--- config.mk ---
export PLATFORM = sky130hd
export DESIGN_NAME = unlock_seq_detect
export DESIGN_NICKNAME = d
export VERILOG_FILES = /design/src/rtl/ulk_pkg.sv /design/src/rtl/ulk_access_edge.sv /design/src/rtl/ulk_step_match.sv /design/src/rtl/ulk_ctrl.sv /design/src/rtl/unlock_seq_detect.sv
export SDC_FILE = /design/constraint.sdc
export NUM_CORES = 1
export LEC_CHECK = 0
export CELL_PAD_IN_SITES_DETAIL_PLACEMENT = 1
export CELL_PAD_IN_SITES_GLOBAL_PLACEMENT = 1
export CORE_MARGIN = 5
export CORE_UTILIZATION = 30
export CTS_CLUSTER_SIZE = 8
export DETAILED_ROUTE_END_ITERATION = 7
export HOLD_SLACK_MARGIN = 0.1
export PLACE_DENSITY_LB_ADDON = 0.2
export SLEW_MARGIN = 5
export SYNTH_ARGS = -nofsm -noshare
export SYNTH_HDL_FRONTEND = slang
export SYNTH_HIERARCHICAL = 1
export SYNTH_SLANG_ARGS = --single-unit
--- constraint.sdc ---
create_clock -name clk -period 2.1 [get_ports clk]
set_input_delay 0.21 -clock clk [delete_from_list [all_inputs] [get_ports clk]]
set_output_delay 0.21 -clock clk [all_outputs]
set_load 0.03 [all_outputs]
--- src/rtl/ulk_pkg.sv ---
package ulk_pkg;

    localparam int ADDR_W     = 13;
    localparam int PREFIX_LEN = 5;
    localparam int PROG_W     = 3;
    localparam int PAD_W      = 1 << PROG_W;

    localparam logic [PROG_W-1:0] PROG_LOCKED = PROG_W'(PREFIX_LEN + 1);

    // Final-step codes: bit 0 of the sixth address picks the operation.
    localparam logic [ADDR_W-1:0] ADDR_STORE  = 13'h0F0F;
    localparam logic [ADDR_W-1:0] ADDR_RECALL = 13'h0F0E;

    // Encoding of IDLE..MATCH5 equals the number of matched steps.
    typedef enum logic [PROG_W-1:0] {
        ST_IDLE     = 3'd0,
        ST_MATCH1   = 3'd1,
        ST_MATCH2   = 3'd2,
        ST_MATCH3   = 3'd3,
        ST_MATCH4   = 3'd4,
        ST_MATCH5   = 3'd5,
        ST_LOCK_ARM = 3'd6,
        ST_LOCK_RUN = 3'd7
    } ulk_state_e;

    // Expected address for prefix position idx (0 is the first access).
    function automatic logic [ADDR_W-1:0] prefix_addr(input int idx);
        logic [ADDR_W-1:0] a;
        case (idx)
            0:       a = 13'h0000;
            1:       a = 13'h1555;
            2:       a = 13'h0AAA;
            3:       a = 13'h1FFF;
            4:       a = 13'h10F0;
            default: a = '0;
        endcase
        return a;
    endfunction

    function automatic logic [PROG_W-1:0] prog_of(input ulk_state_e s);
        return (s == ST_LOCK_RUN) ? PROG_LOCKED : PROG_W'(s);
    endfunction

endpackage

--- src/rtl/ulk_access_edge.sv ---
module ulk_access_edge (
    input  logic clk,
    input  logic rst_n,
    input  logic ce_n,
    output logic acc
);
    // Previous enable level; resets high so a low level held through reset
    // still counts as one fresh access.
    logic ce_prev_q;

    always_ff @(posedge clk) begin
        if (!rst_n) begin
            ce_prev_q <= 1'b1;
        end else begin
            ce_prev_q <= ce_n;
        end
    end

    assign acc = ce_prev_q & ~ce_n;

endmodule

--- src/rtl/ulk_step_match.sv ---
module ulk_step_match
    import ulk_pkg::*;
(
    input  logic [ADDR_W-1:0]     addr,
    output logic [PREFIX_LEN-1:0] prefix_hit,
    output logic                  hit_first,
    output logic                  hit_store,
    output logic                  hit_recall
);
    for (genvar g = 0; g < PREFIX_LEN; g++) begin : g_prefix
        assign prefix_hit[g] = (addr == prefix_addr(g));
    end

    assign hit_first  = prefix_hit[0];
    assign hit_store  = (addr == ADDR_STORE);
    assign hit_recall = (addr == ADDR_RECALL);

endmodule

--- src/rtl/ulk_ctrl.sv ---
module ulk_ctrl
    import ulk_pkg::*;
(
    input  logic                  clk,
    input  logic                  rst_n,
    input  logic                  acc,
    input  logic                  we_n,
    input  logic                  busy,
    input  logic [PREFIX_LEN-1:0] prefix_hit,
    input  logic                  hit_first,
    input  logic                  hit_store,
    input  logic                  hit_recall,
    output logic                  store_req,
    output logic                  recall_req,
    output logic [PROG_W-1:0]     progress
);
    ulk_state_e        state_q, state_d;
    logic              fire_store_d, fire_recall_d;
    logic [PROG_W-1:0] step_cur;
    logic [PAD_W-1:0]  hit_pad;
    logic              bad_acc;

    assign step_cur = state_q;
    assign hit_pad  = {{(PAD_W-PREFIX_LEN){1'b0}}, prefix_hit};
    assign bad_acc  = busy | ~we_n;

    // State register
    always_ff @(posedge clk) begin
        if (!rst_n) begin
            state_q <= ST_IDLE;
        end else begin
            state_q <= state_d;
        end
    end

    // Next state
    always_comb begin
        state_d       = state_q;
        fire_store_d  = 1'b0;
        fire_recall_d = 1'b0;
        unique case (state_q)
            ST_LOCK_ARM: begin
                if (busy) state_d = ST_LOCK_RUN;        // engage
            end
            ST_LOCK_RUN: begin
                if (!busy) state_d = ST_IDLE;           // release
            end
            ST_MATCH5: begin
                if (acc) begin
                    if (bad_acc) begin
                        state_d = ST_IDLE;              // abort
                    end else if (hit_store) begin
                        state_d      = ST_LOCK_ARM;     // fire
                        fire_store_d = 1'b1;
                    end else if (hit_recall) begin
                        state_d       = ST_LOCK_ARM;    // fire
                        fire_recall_d = 1'b1;
                    end else if (hit_first) begin
                        state_d = ST_MATCH1;            // restart
                    end else begin
                        state_d = ST_IDLE;              // abort
                    end
                end
            end
            ST_IDLE, ST_MATCH1, ST_MATCH2, ST_MATCH3, ST_MATCH4: begin
                if (acc) begin
                    if (bad_acc) begin
                        state_d = ST_IDLE;              // abort
                    end else if (hit_pad[step_cur]) begin
                        state_d = ulk_state_e'(step_cur + 3'd1); // advance
                    end else if (hit_first) begin
                        state_d = ST_MATCH1;            // restart
                    end else begin
                        state_d = ST_IDLE;              // abort
                    end
                end
            end
        endcase
    end

    // Registered outputs
    always_ff @(posedge clk) begin
        if (!rst_n) begin
            store_req  <= 1'b0;
            recall_req <= 1'b0;
            progress   <= '0;
        end else begin
            store_req  <= fire_store_d;
            recall_req <= fire_recall_d;
            progress   <= prog_of(state_d);
        end
    end

endmodule

--- src/rtl/unlock_seq_detect.sv ---
module unlock_seq_detect
    import ulk_pkg::*;
(
    input  logic              clk,
    input  logic              rst_n,
    input  logic [ADDR_W-1:0] addr,
    input  logic              ce_n,
    input  logic              we_n,
    input  logic              oe_n,
    input  logic              busy,
    output logic              store_req,
    output logic              recall_req,
    output logic [PROG_W-1:0] progress
);
    logic                  acc;
    logic [PREFIX_LEN-1:0] prefix_hit;
    logic                  hit_first, hit_store, hit_recall;
    logic                  oe_unused;

    // Output enable does not take part in detection.
    assign oe_unused = oe_n;

    ulk_access_edge edge_i (
        .clk   (clk),
        .rst_n (rst_n),
        .ce_n  (ce_n),
        .acc   (acc)
    );

    ulk_step_match match_i (
        .addr       (addr),
        .prefix_hit (prefix_hit),
        .hit_first  (hit_first),
        .hit_store  (hit_store),
        .hit_recall (hit_recall)
    );

    ulk_ctrl ctrl_i (
        .clk        (clk),
        .rst_n      (rst_n),
        .acc        (acc),
        .we_n       (we_n),
        .busy       (busy),
        .prefix_hit (prefix_hit),
        .hit_first  (hit_first),
        .hit_store  (hit_store),
        .hit_recall (hit_recall),
        .store_req  (store_req),
        .recall_req (recall_req),
        .progress   (progress)
    );

endmodule

==> results.ini <==
[timing]
finalHoldViolations=0
slew_headroom_pct=78.0
skew_ns=0.00269
maxSlewViolCount=0
rsz0062_at_grt=yes
fin_crit_sh_pct=96.8
fmax_mhz=492
setup_viol=0
tightest_slew_ns=0.330
whs_ns=0.574
fin_crit_ns=2.03

[floorplan]
core_area_sq_mm=0.00248
ios=24
start_util_pct=31.3
dieWidth_um=60.9
die_h_um=60.9
core.rowCount=18
die_area_sq_mm=0.00370

[cells_and_area]
fin_area_sq_mm=0.00133
antenna_cells=0
syn_to_final_growth_pct=71.1
final_nets=166
drive_above_1_share_pct=42.9
filler_cell_count=309

[global_routing]
grt_pass1_vias=963
grt_max_degree=10
grt-ovfl-total=0
grt.total_usage_pct=15.5
antenna_found_initial=0
grt_pass1_wl_um=4260

[clocking]
clk-insertion-delay-late_ns=0.27
htree_levels=1
clk_pin_slew_worst_paths_ns=0.06
clockBufferDepth=2
clockRootBuffer=clkbuf_4
cts_tree=built
numCtsBuffers=3
cts_sinks=9

[outcome]
outcome=finished, final reports clean

[drt]
vias=912
drtIter0Drc=26
via_per_inst=5.36
met1Wirelength_um=1140
routed-wl-met2_um=1330
drtPass1Iterations=4
drc_errors=0
drtAntennaViolNets=0
wire_per_inst_um=15.3
wl_um=2600
wl_met3_um=125
maxUsedRoutingLayer=met4

[pwr]
vdd_drop_max_mv=0.499
cellPowerDensity_mw_per_mm2=594
total_power_uw=788
power_leakage_uw=0.000531

[yosys]
async_reset_ff_share_pct=0
syn_nets=118
synthCells=93
synth_area_sq_um=776
ys_ff_latch=9
synth_area_leaders=dfxtp_1 23%, ha_1 9.7%, nor4_1 5.6%
synth_ff_type=dfxtp_1
synth-warning-count=6
synth_edf_count=0
yosys.area.top_type=dfxtp_1
yosysSeqAreaShare_pct=23.2
synth.avg_cell_area_sq_um=8.34
synth_top_area_share_pct=23.2
yosysUniqueCellTypes=39
synth_commonest_cells=9 x dfxtp_1, 9 x nor2_1, 7 x nor4_1

[worst_setup_path]
critical-path-slowest-cell=or4_4
cpLargestDelayFamily=simple AND/OR/NAND/NOR gates
crit_start=ctrl_i/state_q[0]$_SDFF_PN0_
required_ns=2.30
r2r_start=ctrl_i/state_q[0]$_SDFF_PN0_
crit_fanout=5
cp-end-kind=flop
path_cells=buf_6 > inv_2 > ha_4 > or4_4 > or2_4 > buf_4 > nand3_1 > o31a_1 > a21boi_2
slowest_delay_ns=0.55
setup.worst_path.class=reg -> reg
crit_buf_inv=3
worstPathArrival_ns=2.24
start_kind=flop

[placement]
port_buffers=22
dpl.hpwl_um=2110
placed_cell_area_sq_mm=0.00118
place.gp.congestion=0.785

[hold_path]
hold_start=ce_n
hp-class=in -> reg

[flow_run]
cap_violations=0

==> final timing paths <==
check                                  end  slack (ns)  cells past startpoint
min            edge_i/ce_prev_q$_SDFF_PN1_        0.57                      2
max          ctrl_i/progress[0]$_SDFF_PP0_        0.07                      9
min reg2reg  ctrl_i/progress[0]$_SDFF_PP0_        0.78                      4
max reg2reg  ctrl_i/progress[0]$_SDFF_PP0_        0.07                      9
==> metal layers <==
metal | vias up | global-route usage, %
met3 | 2 | 4.47
met1 | 438 | 19.7
met5 | - | 0
li1 | 449 | -
met4 | 0 | 2.79
met2 | 23 | 26.3
==> flip-flops by register name (all words and copies together), names as in the netlist <==
signal and cells:
ctrl_i/progress 3, ctrl_i/recall_req 1, ctrl_i/state_q 3, ctrl_i/store_req 1, edge_i/ce_prev_q 1
==> area by class of cell <==
class,count,area (sq um),share of cell area [%]
Clock buffer,4,26.3,1.98
Inverter,4,15.0,1.13
Multi-Input combinational cell,78,689,51.9
Sequential cell,9,183,13.8
Tap cell,30,37.5,2.83
Timing Repair Buffer,45,377,28.4
==> power by group <==
group	internal (uW)	switching [uW]	total, uW
logic	226	213	439
registers	196	16.0	212
clock network	73.5	63.8	137
==> per-stage QoR <==
step | instances | TNS [ns] | setup WS, ns | utilization (%)
3_5_place_dp | 162 | -2.81 | -0.528 | 47.6
3_3_place_gp | 162 | -2.46 | -0.461 | 47.6
6_report | 170 | 0 | 0.0681 | 53.6
5_1_grt | 170 | -0.0626 | -0.0320 | 53.6
4_1_cts | 170 | 0 | 0.000285 | 52.1
2_1_floorplan | 93 | 0 | 0.0169 | -
==> worst reg2reg max path, delay by kind of cell (launching register included) <==
kind                       cells  cell delay (ns)
and+or+nand+nor                3             0.87
DFF                            1             0.36
buffers and inverters          3             0.30
AOI/OAI and AO/OA              2             0.28
adders and majority gates      1             0.16
==> cells by family (layout without fill, tap and decap cells) <==
logic type      after synthesis  in the layout  synth area share, %
simple gates                 53             53                 42.1
compound gates               16             16                 17.6
flops                         9              9                 23.2
fa+ha+maj                     6              6                 9.68
buf+inv                       6             53                 3.55
mux                           3              3                 3.87
==> placed cells by master (no fill, tap or decap), drive strengths merged, types with 5 or more instances in the layout <==
| cell type | count |
|---|---|
| and2 | 5 |
| buf | 23 |
| clkbuf | 7 |
| clkdlybuf4s50 | 9 |
| dfxtp | 9 |
| dlygate4sd2 | 7 |
| ha | 6 |
| nor2 | 9 |
| nor4 | 7 |
==> what timing repair did <==
item / in CTS / in global routing
pin swaps: 14 / 11
resized for setup: 30 / 21
hold buffers: 0 / 0
cloned: 0 / 0
setup buffers: 4 / 1
endpoints found under the setup margin: 6 / 5
No activity file was read; power rests on OpenSTA's default activity.
